===== src/rtl/rdb_pkg.sv =====
package rdb_pkg;
  typedef enum logic [1:0] {
    ECC_NONE   = 2'd0,
    ECC_SECDED = 2'd1,
    ECC_SYM4   = 2'd2
  } ecc_mode_e;

  localparam int MODE_DUAL_BIT = 22;
  localparam int MODE_ECC_HI   = 21;
  localparam int MODE_ECC_LO   = 20;
  localparam int MODE_GRAN_BIT = 18;
  // 32 MiB unit expressed in 4 KiB pages: 25 - 12
  localparam int PAGE_SHIFT_BASE = 13;
endpackage


===== src/rtl/rdb_regfile.sv =====
module rdb_regfile #(
  parameter int NUM_ROWS = 8,
  parameter int BND_W    = 8,
  parameter int REG_W    = 32,
  parameter int ADDR_W   = 4
) (
  input  logic                           clk_i,
  input  logic                           rst_ni,
  input  logic                           wr_en_i,
  input  logic [ADDR_W-1:0]              wr_addr_i,
  input  logic [REG_W-1:0]               wr_data_i,
  input  logic [ADDR_W-1:0]              rd_addr_i,
  output logic [REG_W-1:0]               rd_data_o,
  output logic [NUM_ROWS-1:0][BND_W-1:0] bnd_o,
  output logic [REG_W-1:0]               attr_o,
  output logic [REG_W-1:0]               mode_o
);
  localparam logic [ADDR_W-1:0] ATTR_ADDR = ADDR_W'(NUM_ROWS);
  localparam logic [ADDR_W-1:0] MODE_ADDR = ADDR_W'(NUM_ROWS + 1);

  logic [NUM_ROWS-1:0][BND_W-1:0] bnd_q;
  logic [REG_W-1:0]               attr_q, mode_q;

  for (genvar g = 0; g < NUM_ROWS; g++) begin : g_bnd
    always_ff @(posedge clk_i or negedge rst_ni) begin
      if (!rst_ni)                                      bnd_q[g] <= '0;
      else if (wr_en_i && wr_addr_i == ADDR_W'(g))      bnd_q[g] <= wr_data_i[BND_W-1:0];
    end
  end

  always_ff @(posedge clk_i or negedge rst_ni) begin
    if (!rst_ni) begin
      attr_q <= '0;
      mode_q <= '0;
    end else if (wr_en_i) begin
      if (wr_addr_i == ATTR_ADDR) attr_q <= wr_data_i;
      if (wr_addr_i == MODE_ADDR) mode_q <= wr_data_i;
    end
  end

  always_comb begin
    rd_data_o = '0;
    for (int i = 0; i < NUM_ROWS; i++)
      if (rd_addr_i == ADDR_W'(i)) rd_data_o = REG_W'(bnd_q[i]);
    if (rd_addr_i == ATTR_ADDR) rd_data_o = attr_q;
    if (rd_addr_i == MODE_ADDR) rd_data_o = mode_q;
  end

  assign bnd_o  = bnd_q;
  assign attr_o = attr_q;
  assign mode_o = mode_q;
endmodule


===== src/rtl/rdb_row_lookup.sv =====
module rdb_row_lookup
  import rdb_pkg::*;
#(
  parameter int NUM_ROWS = 8,
  parameter int BND_W    = 8,
  parameter int REG_W    = 32,
  parameter int PAGE_W   = 22,
  parameter int ROW_W    = 3
) (
  input  logic [NUM_ROWS-1:0][BND_W-1:0] bnd_i,
  input  logic [REG_W-1:0]               attr_i,
  input  logic [REG_W-1:0]               mode_i,
  input  logic [PAGE_W-1:0]              page_i,
  output logic                           hit_o,
  output logic [ROW_W-1:0]               row_o,
  output logic [PAGE_W-1:0]              first_o,
  output logic [PAGE_W-1:0]              last_o,
  output logic                           x4_o,
  output ecc_mode_e                      ecc_o,
  output logic [PAGE_W-1:0]              chan_pages_o
);
  logic [NUM_ROWS-1:0][PAGE_W-1:0] cum_pg, prev_pg;
  logic [NUM_ROWS-1:0]             match;
  logic [$clog2(PAGE_SHIFT_BASE+2)-1:0] shift;
  logic                            dual, ecc_on;
  logic [PAGE_W-1:0]               size;

  assign shift  = PAGE_SHIFT_BASE + mode_i[MODE_GRAN_BIT];
  assign dual   = mode_i[MODE_DUAL_BIT];
  assign ecc_on = |mode_i[MODE_ECC_HI:MODE_ECC_LO];

  for (genvar g = 0; g < NUM_ROWS; g++) begin : g_row
    assign cum_pg[g] = PAGE_W'(bnd_i[g]) << shift;
    if (g == 0) begin : g_first
      assign prev_pg[g] = '0;
    end else begin : g_rest
      assign prev_pg[g] = cum_pg[g-1];
    end
    // empty or inverted ranges can never satisfy both compares
    assign match[g] = (page_i >= prev_pg[g]) && (page_i < cum_pg[g]);
  end

  always_comb begin
    hit_o   = 1'b0;
    row_o   = '0;
    first_o = '0;
    last_o  = '0;
    x4_o    = 1'b0;
    size    = '0;
    for (int i = NUM_ROWS - 1; i >= 0; i--) begin
      if (match[i]) begin
        hit_o   = 1'b1;
        row_o   = ROW_W'(i);
        first_o = prev_pg[i];
        last_o  = cum_pg[i] - 1'b1;
        x4_o    = attr_i[4*i+3];
        size    = cum_pg[i] - prev_pg[i];
      end
    end
  end

  always_comb begin
    if (!hit_o || !ecc_on) ecc_o = ECC_NONE;
    else if (dual && x4_o) ecc_o = ECC_SYM4;
    else                   ecc_o = ECC_SECDED;
  end

  assign chan_pages_o = dual ? (size >> 1) : size;
endmodule


===== src/rtl/rdb_decoder.sv =====
module rdb_decoder
  import rdb_pkg::*;
#(
  parameter int NUM_ROWS = 8,
  parameter int BND_W    = 8,
  parameter int REG_W    = 32,
  parameter int PAGE_W   = 22,
  localparam int ROW_W   = $clog2(NUM_ROWS),
  localparam int ADDR_W  = $clog2(NUM_ROWS + 2)
) (
  input  logic              clk_i,
  input  logic              rst_ni,
  input  logic              wr_en_i,
  input  logic [ADDR_W-1:0] wr_addr_i,
  input  logic [REG_W-1:0]  wr_data_i,
  input  logic [ADDR_W-1:0] rd_addr_i,
  output logic [REG_W-1:0]  rd_data_o,
  input  logic [PAGE_W-1:0] page_i,
  output logic              hit_o,
  output logic [ROW_W-1:0]  row_o,
  output logic [PAGE_W-1:0] first_page_o,
  output logic [PAGE_W-1:0] last_page_o,
  output logic              x4_o,
  output logic [1:0]        ecc_mode_o,
  output logic [PAGE_W-1:0] chan_pages_o
);
  logic [NUM_ROWS-1:0][BND_W-1:0] bnd;
  logic [REG_W-1:0]               attr, mode;
  logic                           hit_d, x4_d;
  logic [ROW_W-1:0]               row_d;
  logic [PAGE_W-1:0]              first_d, last_d, chan_d;
  ecc_mode_e                      ecc_d;

  rdb_regfile #(
    .NUM_ROWS(NUM_ROWS), .BND_W(BND_W), .REG_W(REG_W), .ADDR_W(ADDR_W)
  ) u_regs (
    .clk_i     (clk_i),
    .rst_ni    (rst_ni),
    .wr_en_i   (wr_en_i),
    .wr_addr_i (wr_addr_i),
    .wr_data_i (wr_data_i),
    .rd_addr_i (rd_addr_i),
    .rd_data_o (rd_data_o),
    .bnd_o     (bnd),
    .attr_o    (attr),
    .mode_o    (mode)
  );

  rdb_row_lookup #(
    .NUM_ROWS(NUM_ROWS), .BND_W(BND_W), .REG_W(REG_W),
    .PAGE_W(PAGE_W), .ROW_W(ROW_W)
  ) u_lookup (
    .bnd_i        (bnd),
    .attr_i       (attr),
    .mode_i       (mode),
    .page_i       (page_i),
    .hit_o        (hit_d),
    .row_o        (row_d),
    .first_o      (first_d),
    .last_o       (last_d),
    .x4_o         (x4_d),
    .ecc_o        (ecc_d),
    .chan_pages_o (chan_d)
  );

  always_ff @(posedge clk_i or negedge rst_ni) begin
    if (!rst_ni) begin
      hit_o        <= 1'b0;
      row_o        <= '0;
      first_page_o <= '0;
      last_page_o  <= '0;
      x4_o         <= 1'b0;
      ecc_mode_o   <= ECC_NONE;
      chan_pages_o <= '0;
    end else begin
      hit_o        <= hit_d;
      row_o        <= row_d;
      first_page_o <= first_d;
      last_page_o  <= last_d;
      x4_o         <= x4_d;
      ecc_mode_o   <= ecc_d;
      chan_pages_o <= chan_d;
    end
  end
endmodule


===== config.mk =====
export PLATFORM = sky130hd
export DESIGN_NAME = rdb_decoder
export DESIGN_NICKNAME = d
export VERILOG_FILES = /design/src/rtl/rdb_pkg.sv /design/src/rtl/rdb_regfile.sv /design/src/rtl/rdb_row_lookup.sv /design/src/rtl/rdb_decoder.sv
export SDC_FILE = /design/constraint.sdc
export NUM_CORES = 1
export LEC_CHECK = 0
export ABC_AREA = 1
export BUFFER_PORTS_ARGS = -buffer_cell sky130_fd_sc_hd__buf_2
export CORE_ASPECT_RATIO = 1.4
export CORE_MARGIN = 10
export CORE_UTILIZATION = 50
export DETAILED_ROUTE_END_ITERATION = 16
export PLACE_DENSITY_LB_ADDON = 0.3
export SLEW_MARGIN = 20
export SYNTH_ARGS = -nofsm -noshare
export SYNTH_HDL_FRONTEND = slang
export SYNTH_HIERARCHICAL = 1
export SYNTH_SLANG_ARGS = --single-unit

===== constraint.sdc =====
create_clock -name clk_i -period 3.8 [get_ports clk_i]
set_input_delay 0 -clock clk_i [delete_from_list [all_inputs] [get_ports clk_i]]
set_output_delay 0 -clock clk_i [all_outputs]
set_load 0.05 [all_outputs]

==> impl_metrics.toml <==
[die]
rows = 79
io_pins = 170
die_w_um = 175
core_sq_um = 33100
start_util = 0.505
die_area_sq_um = 41300
die-height_um = 236

[global_route]
grt_max_degree = 91
grt_pass1_wl_mm = 87.9
grt_overflow = 0
grt_pass1_vias = 15900
grt_antenna_before_repair = 0
grtUsageTotal = 0.263

[clocking]
htreeDepth = 1
clkTransAtPathRegs_ns = 0.07
cts_tree = "done"
numCtsBuffers = 20
cts_buffer_depth = 3
cts.sinks = 201
cts_root_buffer = "clkbuf_16"
insertion_delay_ns = 0.51
cts_setup_buffers = 0

[logic_synthesis]
synth_cells = 2370
syn_area_sq_um = 16700
ys_seq_area_frac = 0.301
ys_types = 60
synth_seq_cells = 201
ys_warn_count = 6
syn_area_per_cell_sq_um = 7.06

[timing]
fin_crit_sh = 0.956
hold_viol = 0
holdWs_ns = 0.0343
setup_viol = 0
period_minus_slack_ns = 3.63
fin_skew_ns = 0.0132
tightest_slew_ns = 0.741
maxSlewViolCount = 0
fmax_mhz = 275
setup_tns_ns = 0
slew_headroom = 0.506
rsz0062_at_grt = "false"

[critical_path]
worst-setup-path-type = "flop to flop"
arrival_ns = 4.00
cp-end-kind = "flop"
critical_path_required_ns = 4.17
cp_max_fo = 40
worstSetupStartpointType = "flop"
ff2ff_setup_slack_ns = 0.17

[power]
power_frac_seq = 0.222
p_int_mw = 6.63
power_frac_comb = 0.635
p_sw_frac = 0.507
leakage_nw = 10.1
ir_drop_mv = 0.449
clockPowerShare = 0.143
power_density_nw_per_um2 = 689
switchingPower_mw = 6.82

[worst_hold_path]
hold_class = "input pin to flop"

[flow_run]
maxCapViolCount = 0

[final_layout]
nets = 2862
final_common_cell = "nand2_1"
synthToLayoutAreaGrowth_pct = 16.8
final_cell_mix = "nand2_1, inv_1, dfrtp_1"
drive_above_1_share = 0.167
antenna_cells = 0

[routing]
drc_errors = 0
drt_first_pass_iters = 6
drt-total-wl_mm = 56.8
drt_iter0_drc = 1432
drt-vias-per-instance = 5.47
drt-wirelength-per-cell_um = 18.3
vias = 17000
drtAntennaViolNets = 0

[placed_design]
gp_congestion = 0.959
io_buffer_count = 163
dp_hpwl_mm = 45.6

[run_status]
status = "completed"
-- cell type report --
class | count | area [sq um]
Timing Repair Buffer | 309 | 2090
Sequential cell | 201 | 5030
Clock inverter | 4 | 35.0
Inverter | 264 | 993
Multi-Input combinational cell | 1851 | 10200
Fill cell | 3119 | 13600
Clock buffer | 30 | 599
Tap cell | 445 | 557
-- synthesized netlist by cell type, drive strengths merged --
cell	count	share of area
o211ai	10	0.0045
o21bai	8	0.0036
clkbuf	29	0.0065
a211oi	1	0.00045
xnor2	20	0.010
a22o	24	0.013
o22ai	12	0.0045
or2	34	0.013
o221ai	5	0.0026
nor4	2	0.00075
and2	4	0.0015
inv	263	0.059
o211a	1	0.00060
ha	150	0.11
o31ai	3	0.0016
a21oi	144	0.045
o21ai	313	0.10
nand4	32	0.013
nand3	133	0.042
a31oi	9	0.0034
nor3	16	0.0064
buf	83	0.036
a31o	2	0.0010
a21o	4	0.0018
nand2	646	0.15
dfrtp	201	0.30
o21a	2	0.00090
a21boi	2	0.00090
o2111ai	2	0.0010
nor2	176	0.047
nand3b	3	0.0013
clkinv	1	0.00022
xor2	33	0.017
conb	2	0.00045
-- routing by layer --
metal / up-vias / share of wire / global-route usage
met4: 0 / 0.043 / 0.110
met1: 7935 / 0.40 / 0.322
li1: 8297 / - / -
met5: - / 0 / 0
met3: 127 / 0.064 / 0.0320
met2: 633 / 0.49 / 0.456
-- logic make-up (layout without fill, tap and decap cells) --
group                    count (synthesis)  count (layout)  synth area share
buffers and inverters                  376             607             0.102
XOR/XNOR                                53              53            0.0278
flip-flops                             201             201             0.301
AO/OA/AOI/OAI                          542             542             0.185
AND/OR/NAND/NOR                       1046            1046             0.272
adder cells (fa/ha/maj)                150             150             0.112
other                                    2              60          0.000449
-- power by group through the flow --
stage | clock [mW] | sequential (mW) | combinational [mW]
6_report | 1.92 | 2.99 | 8.54
3_3_place_gp | 0 | 3.00 | 8.27
4_1_cts | 1.96 | 2.98 | 8.42
3_5_place_dp | 0 | 3.02 | 8.36
2_1_floorplan | 0 | 3.65 | 5.12
5_1_grt | 2.04 | 3.04 | 9.35
-- worst max-delay path, cell delays in order, from the launching register on --
cell	delay (ns)
dfrtp_4	0.52
buf_12	0.19
o21ai_1	0.20
inv_1	0.12
ha_1	0.31
nand2_1	0.06
nand2_1	0.05
nand2_1	0.05
nand2_1	0.04
nand2_1	0.08
nand4_1	0.24
nand2_1	0.36
buf_4	0.24
o22ai_1	0.10
o211ai_1	0.23
o21ai_0	0.22
o21bai_1	0.19
buf_4	0.15
a21oi_1	0.10
-- state kept, by name (all words and copies together) (netlist names) --
name	flops
chan_pages_o	22
ecc_mode_o	2
first_page_o	22
hit_o	1
last_page_o	22
row_o	3
u_regs/attr_o	32
u_regs/bnd_o	64
u_regs/mode_o	32
x4_o	1
-- final timing paths --
check	startpoint	endpoint	cells after the start
max	u_regs/mode_o[18]$_DFFE_PN0P_	last_page_o[14]$_DFF_PN0_	18
min	wr_data_i[6]	u_regs/bnd_o[62]$_DFFE_PN0P_	3
max reg2reg	u_regs/mode_o[18]$_DFFE_PN0P_	last_page_o[14]$_DFF_PN0_	18
min reg2reg	u_regs/attr_o[8]$_DFFE_PN0P_	u_regs/attr_o[8]$_DFFE_PN0P_	2
max in group asynchronous	rst_ni	u_regs/mode_o[8]$_DFFE_PN0P_	3
min in group asynchronous	rst_ni	last_page_o[19]$_DFF_PN0_	2
-- per-stage QoR --
stage | std cells | worst slack [ns] | utilization | total power, mW | cell area [sq um]
6_report | 3104 | 0.168 | 0.590 | 13.4 | 19500
3_5_place_dp | 3040 | 0.242 | 0.561 | 11.4 | 18600
4_1_cts | 3104 | 0.215 | 0.589 | 13.4 | 19500
3_3_place_gp | 3040 | 0.263 | 0.561 | 11.3 | 18600
2_1_floorplan | 2428 | 0.586 | - | 8.76 | 16900
5_1_grt | 3104 | 0.0258 | 0.590 | 14.4 | 19500
-- what timing repair did --
action | CTS | global route
hold endpoints to repair | 168 | 0
resized for setup | 0 | 2
setup endpoints to repair | 0 | 3
hold buffers | 30 | 0
Note: power is estimated with default switching activity, not from simulation.
